### src/rtl/split_pkg.sv
package split_pkg;
  typedef enum logic [1:0] {
    KIND_LOAD  = 2'd0,
    KIND_STORE = 2'd1,
    KIND_FETCH = 2'd2
  } acc_kind_e;

  typedef enum logic [1:0] {
    FLT_NONE      = 2'd0,
    FLT_UNALIGNED = 2'd1,
    FLT_XN        = 2'd2
  } fault_code_e;

  typedef struct packed {
    logic device;
    logic xn;
  } attr_t;

  typedef enum logic [2:0] {
    ST_IDLE,
    ST_CHECK,
    ST_PART0,
    ST_PART1,
    ST_FAULT
  } seq_state_e;
endpackage

### src/rtl/split_calc.sv
module split_calc #(
  parameter int ADDR_W = 32,
  parameter int RGN_LG = 5,
  parameter int SIZE_W = 2,
  localparam int PG_W  = ADDR_W - RGN_LG,
  localparam int CNT_W = 1 << SIZE_W
) (
  input  logic [ADDR_W-1:0] addr_i,
  input  logic [SIZE_W-1:0] size_i,
  output logic [ADDR_W-1:0] p0_addr_o,
  output logic [CNT_W-1:0]  p0_bytes_o,
  output logic [ADDR_W-1:0] p1_addr_o,
  output logic [CNT_W-1:0]  p1_bytes_o,
  output logic              two_parts_o,
  output logic              aligned_o
);
  localparam int RGN_BYTES = 1 << RGN_LG;

  logic [CNT_W-1:0]  total;
  logic [ADDR_W-1:0] end_addr;
  logic [RGN_LG:0]   room;

  assign total       = CNT_W'(1) << size_i;
  assign end_addr    = addr_i + ADDR_W'(total) - ADDR_W'(1);
  assign two_parts_o = addr_i[ADDR_W-1:RGN_LG] != end_addr[ADDR_W-1:RGN_LG];
  assign room        = (RGN_LG+1)'(RGN_BYTES) - (RGN_LG+1)'(addr_i[RGN_LG-1:0]);
  assign aligned_o   = (addr_i[CNT_W-1:0] & (total - CNT_W'(1))) == '0;

  assign p0_addr_o  = addr_i;
  assign p0_bytes_o = two_parts_o ? CNT_W'(room) : total;
  // next region base; top region rolls to zero
  assign p1_addr_o  = {addr_i[ADDR_W-1:RGN_LG] + PG_W'(1), {RGN_LG{1'b0}}};
  assign p1_bytes_o = total - p0_bytes_o;
endmodule

### src/rtl/attr_lookup.sv
module attr_lookup import split_pkg::*; #(
  parameter int ADDR_W  = 32,
  parameter int RGN_LG  = 5,
  parameter int NUM_RGN = 4,
  parameter logic [ADDR_W-1:0] DEF_NORMAL_TOP = 'h4000_0000,
  localparam int PG_W = ADDR_W - RGN_LG
) (
  input  logic [PG_W-1:0]         page_i,
  input  logic                    tbl_en_i,
  input  logic [NUM_RGN-1:0]      rgn_en_i,
  input  logic [NUM_RGN*PG_W-1:0] rgn_base_i,
  input  logic [NUM_RGN*PG_W-1:0] rgn_limit_i,
  input  logic [NUM_RGN-1:0]      rgn_dev_i,
  input  logic [NUM_RGN-1:0]      rgn_xn_i,
  output attr_t                   attr_o
);
  localparam logic [PG_W-1:0] DEF_PAGE = DEF_NORMAL_TOP[ADDR_W-1:RGN_LG];

  logic [NUM_RGN-1:0] match;
  logic               def_dev;

  for (genvar g = 0; g < NUM_RGN; g++) begin : g_match
    assign match[g] = rgn_en_i[g]
                   && page_i >= rgn_base_i[g*PG_W +: PG_W]
                   && page_i <= rgn_limit_i[g*PG_W +: PG_W];
  end

  assign def_dev = page_i >= DEF_PAGE;

  // scan downwards so the lowest matching entry is applied last
  always_comb begin
    attr_o.device = def_dev;
    attr_o.xn     = def_dev;
    if (tbl_en_i) begin
      for (int i = NUM_RGN - 1; i >= 0; i--) begin
        if (match[i]) begin
          attr_o.device = rgn_dev_i[i];
          attr_o.xn     = rgn_xn_i[i];
        end
      end
    end
  end
endmodule

### src/rtl/split_seq.sv
module split_seq import split_pkg::*; #(
  parameter int ADDR_W = 32,
  parameter int RGN_LG = 5,
  parameter int SIZE_W = 2,
  localparam int PG_W  = ADDR_W - RGN_LG,
  localparam int CNT_W = 1 << SIZE_W
) (
  input  logic              clk_i,
  input  logic              rst_ni,
  input  logic              req_valid_i,
  output logic              req_ready_o,
  input  logic [ADDR_W-1:0] req_addr_i,
  input  logic [SIZE_W-1:0] req_size_i,
  input  logic [1:0]        req_kind_i,
  output logic [ADDR_W-1:0] cur_addr_o,
  output logic [SIZE_W-1:0] cur_size_o,
  input  logic [ADDR_W-1:0] p0_addr_i,
  input  logic [CNT_W-1:0]  p0_bytes_i,
  input  logic [ADDR_W-1:0] p1_addr_i,
  input  logic [CNT_W-1:0]  p1_bytes_i,
  input  logic              two_parts_i,
  input  logic              aligned_i,
  input  attr_t             attr0_i,
  input  attr_t             attr1_i,
  output logic              sub_valid_o,
  input  logic              sub_ready_i,
  output logic [ADDR_W-1:0] sub_addr_o,
  output logic [CNT_W-1:0]  sub_bytes_o,
  output logic              sub_last_o,
  output logic              sub_device_o,
  output logic [1:0]        sub_kind_o,
  output logic              fault_o,
  output logic [ADDR_W-1:0] fault_addr_o,
  output logic [1:0]        fault_code_o
);
  localparam int RGN_BYTES = 1 << RGN_LG;

  seq_state_e        state_q, state_d;
  logic [ADDR_W-1:0] addr_q, flt_addr_q;
  logic [SIZE_W-1:0] size_q;
  logic [1:0]        kind_q;
  fault_code_e       flt_code_q;
  logic              is_fetch, f0, f1, in_p1, cur_xn;

  assign is_fetch = kind_q == KIND_FETCH;
  assign f0 = is_fetch ? attr0_i.xn : (!aligned_i && attr0_i.device);
  assign f1 = two_parts_i && (is_fetch ? attr1_i.xn : (!aligned_i && attr1_i.device));

  always_comb begin
    state_d = state_q;
    unique case (state_q)
      ST_IDLE:  if (req_valid_i) state_d = ST_CHECK;
      ST_CHECK: state_d = (f0 || f1) ? ST_FAULT : ST_PART0;
      ST_PART0: if (sub_ready_i) state_d = two_parts_i ? ST_PART1 : ST_IDLE;
      ST_PART1: if (sub_ready_i) state_d = ST_IDLE;
      ST_FAULT: state_d = ST_IDLE;
      default:  state_d = ST_IDLE;
    endcase
  end

  always_ff @(posedge clk_i or negedge rst_ni) begin
    if (!rst_ni) begin
      state_q    <= ST_IDLE;
      addr_q     <= '0;
      size_q     <= '0;
      kind_q     <= '0;
      flt_addr_q <= '0;
      flt_code_q <= FLT_NONE;
    end else begin
      state_q <= state_d;
      if (state_q == ST_IDLE && req_valid_i) begin
        addr_q <= req_addr_i;
        size_q <= req_size_i;
        kind_q <= req_kind_i;
      end
      if (state_q == ST_CHECK) begin
        flt_addr_q <= f0 ? p0_addr_i : p1_addr_i;
        flt_code_q <= is_fetch ? FLT_XN : FLT_UNALIGNED;
      end
    end
  end

  assign cur_addr_o  = addr_q;
  assign cur_size_o  = size_q;
  assign req_ready_o = state_q == ST_IDLE;

  assign in_p1        = state_q == ST_PART1;
  assign sub_valid_o  = (state_q == ST_PART0) || in_p1;
  assign sub_addr_o   = in_p1 ? p1_addr_i : p0_addr_i;
  assign sub_bytes_o  = in_p1 ? p1_bytes_i : p0_bytes_i;
  assign sub_last_o   = in_p1 || !two_parts_i;
  assign sub_device_o = in_p1 ? attr1_i.device : attr0_i.device;
  assign cur_xn       = in_p1 ? attr1_i.xn : attr0_i.xn;
  assign sub_kind_o   = kind_q;

  assign fault_o      = state_q == ST_FAULT;
  assign fault_addr_o = flt_addr_q;
  assign fault_code_o = flt_code_q;

  p_single_region_r3: assert property (@(posedge clk_i) disable iff (!rst_ni)
    sub_valid_o |-> (int'(sub_addr_o[RGN_LG-1:0]) + int'(sub_bytes_o)) <= RGN_BYTES);

  p_last_follows_r3: assert property (@(posedge clk_i) disable iff (!rst_ni)
    sub_valid_o && sub_ready_i && !sub_last_o |=> sub_valid_o && sub_last_o);

  p_next_region_r4: assert property (@(posedge clk_i) disable iff (!rst_ni)
    sub_valid_o && sub_ready_i && !sub_last_o |=>
      sub_addr_o[RGN_LG-1:0] == '0 &&
      sub_addr_o[ADDR_W-1:RGN_LG] == $past(sub_addr_o[ADDR_W-1:RGN_LG]) + PG_W'(1));

  p_dev_aligned_r8: assert property (@(posedge clk_i) disable iff (!rst_ni)
    sub_valid_o && sub_device_o && !is_fetch |-> aligned_i);

  p_fault_pulse_r8: assert property (@(posedge clk_i) disable iff (!rst_ni)
    fault_o |=> !fault_o && req_ready_o);

  p_no_xn_fetch_r10: assert property (@(posedge clk_i) disable iff (!rst_ni)
    sub_valid_o && is_fetch |-> !cur_xn);

  p_hold_r11: assert property (@(posedge clk_i) disable iff (!rst_ni)
    sub_valid_o && !sub_ready_i |=> sub_valid_o && $stable(sub_addr_o) &&
      $stable(sub_bytes_o) && $stable(sub_last_o) && $stable(sub_device_o));
endmodule

### src/rtl/mem_split_unit.sv
module mem_split_unit import split_pkg::*; #(
  parameter int ADDR_W  = 32,
  parameter int RGN_LG  = 5,
  parameter int NUM_RGN = 4,
  parameter int SIZE_W  = 2,
  parameter logic [ADDR_W-1:0] DEF_NORMAL_TOP = 'h4000_0000,
  localparam int PG_W  = ADDR_W - RGN_LG,
  localparam int CNT_W = 1 << SIZE_W
) (
  input  logic                    clk_i,
  input  logic                    rst_ni,
  input  logic                    tbl_en_i,
  input  logic [NUM_RGN-1:0]      rgn_en_i,
  input  logic [NUM_RGN*PG_W-1:0] rgn_base_i,
  input  logic [NUM_RGN*PG_W-1:0] rgn_limit_i,
  input  logic [NUM_RGN-1:0]      rgn_dev_i,
  input  logic [NUM_RGN-1:0]      rgn_xn_i,
  input  logic                    req_valid_i,
  output logic                    req_ready_o,
  input  logic [ADDR_W-1:0]       req_addr_i,
  input  logic [SIZE_W-1:0]       req_size_i,
  input  logic [1:0]              req_kind_i,
  output logic                    sub_valid_o,
  input  logic                    sub_ready_i,
  output logic [ADDR_W-1:0]       sub_addr_o,
  output logic [CNT_W-1:0]        sub_bytes_o,
  output logic                    sub_last_o,
  output logic                    sub_device_o,
  output logic [1:0]              sub_kind_o,
  output logic                    fault_o,
  output logic [ADDR_W-1:0]       fault_addr_o,
  output logic [1:0]              fault_code_o
);
  localparam int N_PARTS = 2;

  logic [ADDR_W-1:0] cur_addr;
  logic [SIZE_W-1:0] cur_size;
  logic [ADDR_W-1:0] part_addr  [N_PARTS];
  logic [CNT_W-1:0]  part_bytes [N_PARTS];
  attr_t             part_attr  [N_PARTS];
  logic              two_parts, aligned;

  split_calc #(.ADDR_W(ADDR_W), .RGN_LG(RGN_LG), .SIZE_W(SIZE_W)) u_calc (
    .addr_i      (cur_addr),
    .size_i      (cur_size),
    .p0_addr_o   (part_addr[0]),
    .p0_bytes_o  (part_bytes[0]),
    .p1_addr_o   (part_addr[1]),
    .p1_bytes_o  (part_bytes[1]),
    .two_parts_o (two_parts),
    .aligned_o   (aligned)
  );

  // one independent lookup per region a request can touch
  for (genvar p = 0; p < N_PARTS; p++) begin : g_lookup
    attr_lookup #(
      .ADDR_W(ADDR_W), .RGN_LG(RGN_LG), .NUM_RGN(NUM_RGN), .DEF_NORMAL_TOP(DEF_NORMAL_TOP)
    ) u_lookup (
      .page_i      (part_addr[p][ADDR_W-1:RGN_LG]),
      .tbl_en_i    (tbl_en_i),
      .rgn_en_i    (rgn_en_i),
      .rgn_base_i  (rgn_base_i),
      .rgn_limit_i (rgn_limit_i),
      .rgn_dev_i   (rgn_dev_i),
      .rgn_xn_i    (rgn_xn_i),
      .attr_o      (part_attr[p])
    );
  end

  split_seq #(.ADDR_W(ADDR_W), .RGN_LG(RGN_LG), .SIZE_W(SIZE_W)) u_seq (
    .clk_i        (clk_i),
    .rst_ni       (rst_ni),
    .req_valid_i  (req_valid_i),
    .req_ready_o  (req_ready_o),
    .req_addr_i   (req_addr_i),
    .req_size_i   (req_size_i),
    .req_kind_i   (req_kind_i),
    .cur_addr_o   (cur_addr),
    .cur_size_o   (cur_size),
    .p0_addr_i    (part_addr[0]),
    .p0_bytes_i   (part_bytes[0]),
    .p1_addr_i    (part_addr[1]),
    .p1_bytes_i   (part_bytes[1]),
    .two_parts_i  (two_parts),
    .aligned_i    (aligned),
    .attr0_i      (part_attr[0]),
    .attr1_i      (part_attr[1]),
    .sub_valid_o  (sub_valid_o),
    .sub_ready_i  (sub_ready_i),
    .sub_addr_o   (sub_addr_o),
    .sub_bytes_o  (sub_bytes_o),
    .sub_last_o   (sub_last_o),
    .sub_device_o (sub_device_o),
    .sub_kind_o   (sub_kind_o),
    .fault_o      (fault_o),
    .fault_addr_o (fault_addr_o),
    .fault_code_o (fault_code_o)
  );

  p_busy_not_ready_r11: assert property (@(posedge clk_i) disable iff (!rst_ni)
    req_valid_i && req_ready_o |=> !req_ready_o);

  p_fault_silent_r10: assert property (@(posedge clk_i) disable iff (!rst_ni)
    fault_o |-> !sub_valid_o && (fault_code_o == FLT_UNALIGNED || fault_code_o == FLT_XN));
endmodule

### config.mk
export PLATFORM = sky130hd
export DESIGN_NAME = mem_split_unit
export DESIGN_NICKNAME = d
export VERILOG_FILES = /design/src/rtl/split_pkg.sv /design/src/rtl/split_calc.sv /design/src/rtl/attr_lookup.sv /design/src/rtl/split_seq.sv /design/src/rtl/mem_split_unit.sv
export SDC_FILE = /design/constraint.sdc
export NUM_CORES = 1
export LEC_CHECK = 0
export BUFFER_PORTS_ARGS = -buffer_cell sky130_fd_sc_hd__buf_2
export CORE_AREA = 2 2 222 224
export CTS_CLUSTER_DIAMETER = 30
export DETAILED_ROUTE_END_ITERATION = 8
export DIE_AREA = 0 0 224 226
export PLACE_DENSITY = 0.7
export SLEW_MARGIN = 20
export SYNTH_ARGS = -nofsm -noshare
export SYNTH_HDL_FRONTEND = slang
export SYNTH_HIERARCHICAL = 1
export SYNTH_SLANG_ARGS = --single-unit
export TNS_END_PERCENT = 10
### constraint.sdc
create_clock -name clk_i -period 12.5 [get_ports clk_i]
set_clock_uncertainty 0.15 [all_clocks]
set_input_delay 1.25 -clock clk_i [delete_from_list [all_inputs] [get_ports clk_i]]
set_output_delay 1.25 -clock clk_i [all_outputs]
set_load 0.02 [all_outputs]
==> flow_summary.yaml <==
run_status:
  status: "finished clean"
grt:
  grt-ovfl-total: 0
  first_global_vias: 18140
  grt.total_usage: 0.2782
  grt_max_degree: 74
  grt_pass1_wl_mm: 106.1
  antenna_found_initial: 15
sta:
  timing.final.max_slew_violations: 0
  relSlewSlack: 0.3020
  fin_crit_sh: 0.6247
  hold_viol: 0
  fin_crit_ns: 7.808
  setup_viol: 0
  rsz0062_at_grt: "false"
  worst_pin_slew_ns: 1.037
  tns_ns: 0
  whs_ns: 0.3294
  fmax_ghz: 0.1281
cts:
  clkTransAtPathRegs_ns: 0.07
  post_cts_buffers: 0
  cts_sinks: 73
  ctsLongestPathBuffers: 2
  cts_resized: 0
  clock-root-buffer: "clkbuf_16"
  clk_latency_ns: 0.36
  ctsHoldBuffers: 0
  cts_buffers: 9
  cts-htree-levels: 3
  cts_tree: "done"
yosys:
  avgSynthCellArea_um2: 7.809
  synth-main-ff-cell: "dfrtp_1"
  synth_edf_count: 0
  synthArstFlopShare: 1.000
  yosysSeqAreaShare: 0.09834
  yosysTopAreaCell: "ha_1"
  yosysWarnings: 6
  syn_inst: 2379
  synth-seq-cells: 73
  netlist_area_um2: 18580
  synth.distinct_cells: 102
  synth_top_area_share: 0.3321
  synthTopCellsByArea: "ha_1, dfrtp_1, inv_1, a21oi_1, mux2_1"
setup_path:
  path_max_fanout: 17
  critPathLaunchType: "flop"
  cp_data_arrival_time_ns: 6.41
  r2r_cells: 21
  crit_start: "u_seq/cur_addr_o[9]$_DFFE_PN0P_"
  endpoint_kind: "output port"
  worstReg2RegStart: "u_seq/cur_addr_o[9]$_DFFE_PN0P_"
  critPathKind: "reg -> out"
  ff2ff_setup_slack_ns: 5.93
  cp.required_ns: 11.10
drt:
  dr.pass1.iters: 6
  drc_errors: 0
  viasPerCell: 5.566
  drt-total-wl_mm: 71.78
  vias: 18700
  drt-initial-drc-count: 1453
  wire_per_inst_um: 21.36
  ant_nets: 0
floorplan:
  core_um2: 48340
  die_h_um: 226
  io_pins: 346
  die_w_um: 224
  die_area_um2: 50620
  rows: 81
  start_util: 0.3843
worst_hold_path:
  hold_depth: 1
  hp-class: "reg -> reg"
  hp-start: "u_seq/fault_code_o[1]$_DFFE_PN0P_"
pwr:
  p_leak_nw: 12.18
  ir_drop_mv: 0.1395
  power_density_nw_per_um2: 279.8
  design_power_total_mw: 5.968
finish:
  nNetsFinal: 3477
  multi_input_area_um2: 14500
  drive_gt1_frac: 0.1740
  syn_to_final_growth_pct: 14.83
  instances_no_fill: 3360
  fillCellCount: 4932
  regArea_um2: 1827
  fin_area_um2: 21330
place:
  placedCellCount: 3325
  io_buffers: 345
  place.gp.congestion: 1.013
  hpwl_mm: 59.40
  dpl_cell_area_um2: 20970
flow_run:
  drv_cap: 0
-- registers in the layout, summed over array words and instances (netlist names) --
name                count
u_seq/cur_addr_o       32
u_seq/fault_addr_o     32
u_seq/fault_code_o      2
u_seq/cur_size_o        2
u_seq/state_q           3
u_seq/sub_kind_o        2
-- cells in the final DEF (no fill, tap or decap), types with 7 or more instances in the layout --
| cell type | Yosys | routed |
|---|---|---|
| ha_1 | 493 | 493 |
| inv_1 | 481 | 481 |
| buf_2 | 13 | 344 |
| a21oi_1 | 156 | 156 |
| nand2_1 | 152 | 151 |
| o21ai_0 | 86 | 86 |
| nand4_1 | 82 | 82 |
| nor2_1 | 81 | 81 |
| dfrtp_1 | 73 | 73 |
| a21o_1 | 70 | 70 |
| nand3_1 | 62 | 62 |
| mux2_1 | 54 | 54 |
| buf_4 | 38 | 45 |
| xnor2_1 | 48 | 43 |
| o21ai_1 | 41 | 41 |
| mux2i_1 | 36 | 36 |
| nor3_1 | 33 | 33 |
| a211oi_1 | 27 | 27 |
| and3_1 | 22 | 22 |
| diode_2 | 0 | 19 |
| o21a_1 | 19 | 19 |
| mux2_4 | 19 | 19 |
| nor2b_1 | 18 | 18 |
| nor4_1 | 16 | 16 |
| a31oi_1 | 16 | 16 |
| o211ai_1 | 15 | 15 |
| and4_1 | 14 | 14 |
| nand2b_1 | 14 | 14 |
| a221oi_1 | 13 | 13 |
| xor2_1 | 12 | 12 |
| clkbuf_16 | 0 | 9 |
| or2_2 | 9 | 9 |
| o2111ai_1 | 9 | 9 |
| nand3b_1 | 7 | 7 |
| a2111oi_0 | 7 | 7 |
| a211o_1 | 7 | 7 |
-- stage by stage --
step                      setup slack, ns  utilization
after CTS                           4.744       0.4400
after global placement              5.291       0.4338
after floorplan                     6.581            -
after detailed placement            5.165       0.4338
final                               4.692       0.4413
after global routing                4.291       0.4407
-- layout make-up --
cell class | instances | share of cell area
timing repair buffer | 390 | 0.09707
sequential | 73 | 0.08564
multi-input combinational | 1759 | 0.6797
clock buffer | 9 | 0.01056
tap | 622 | 0.03648
inverter | 481 | 0.08464
antenna | 19 | 0.002229
clock inverter | 7 | 0.003637
-- path summary, 6_finish.rpt --
kind,to
min,u_seq/fault_code_o[1]$_DFFE_PN0P_
max,sub_device_o
min in group asynchronous,u_seq/fault_addr_o[1]$_DFFE_PN0P_
max reg2reg,u_seq/state_q[1]$_DFFE_PN0P_
min reg2reg,u_seq/fault_code_o[1]$_DFFE_PN0P_
max in group asynchronous,u_seq/fault_addr_o[15]$_DFFE_PN0P_
-- cell usage after synthesis, types with 41 or more instances --
cell,count
a21o_1,70
nor2_1,81
dfrtp_1,73
nand3_1,62
ha_1,493
nand4_1,82
o21ai_0,86
mux2_1,54
nand2_1,152
xnor2_1,48
a21oi_1,156
o21ai_1,41
inv_1,481
-- critical path, stage by stage (launching register included) --
cell and delay (ns):
dfrtp_1 0.89, ha_1 0.29, nand2_1 0.06, nor2_1 0.18, and3_1 0.28, nand3_1 0.13, nor2_1 0.32, nand4_1 0.23
nor2_1 0.16, xor2_1 0.82, ha_1 0.27, nand3_2 0.09, or3_1 0.40, or4_1 0.53, nor4_1 0.32, o221a_2 0.29
a221oi_1 0.10, a2bb2oi_1 0.16, mux2_1 0.34, buf_2 0.18
-- layer usage --
layer  part of all wire  GRT usage  wire [um]  vias to the layer above
li1                   -          -          -                     9089
met3              0.069    0.03760       4935                      180
met4              0.060     0.1604       4302                        2
met2               0.46     0.4708      33270                      733
met1               0.41     0.3386      29250                     8699
met5            0.00014          0         10                        -
-- report_power, final --
| group | internal [mW] | switching, mW | leakage (nW) |
|---|---|---|---|
| clock | 0.156 | 0.120 | 0.147 |
| combinational | 1.98 | 3.17 | 11.1 |
| sequential | 0.354 | 0.191 | 0.882 |
-- kinds of logic (layout without fill, tap and decap cells) --
kind of cell    Yosys count  in the layout  synth area share
mux                     111            111           0.06931
compound gates          540            540            0.1922
other cells               1             24         0.0002019
xor+xnor                 60             60           0.02829
fa+ha+maj               494            494            0.3331
flops                    73             73           0.09834
simple gates            549            549            0.1541
buf+inv                 551            887            0.1244
Note: power is estimated with default switching activity, not from simulation.
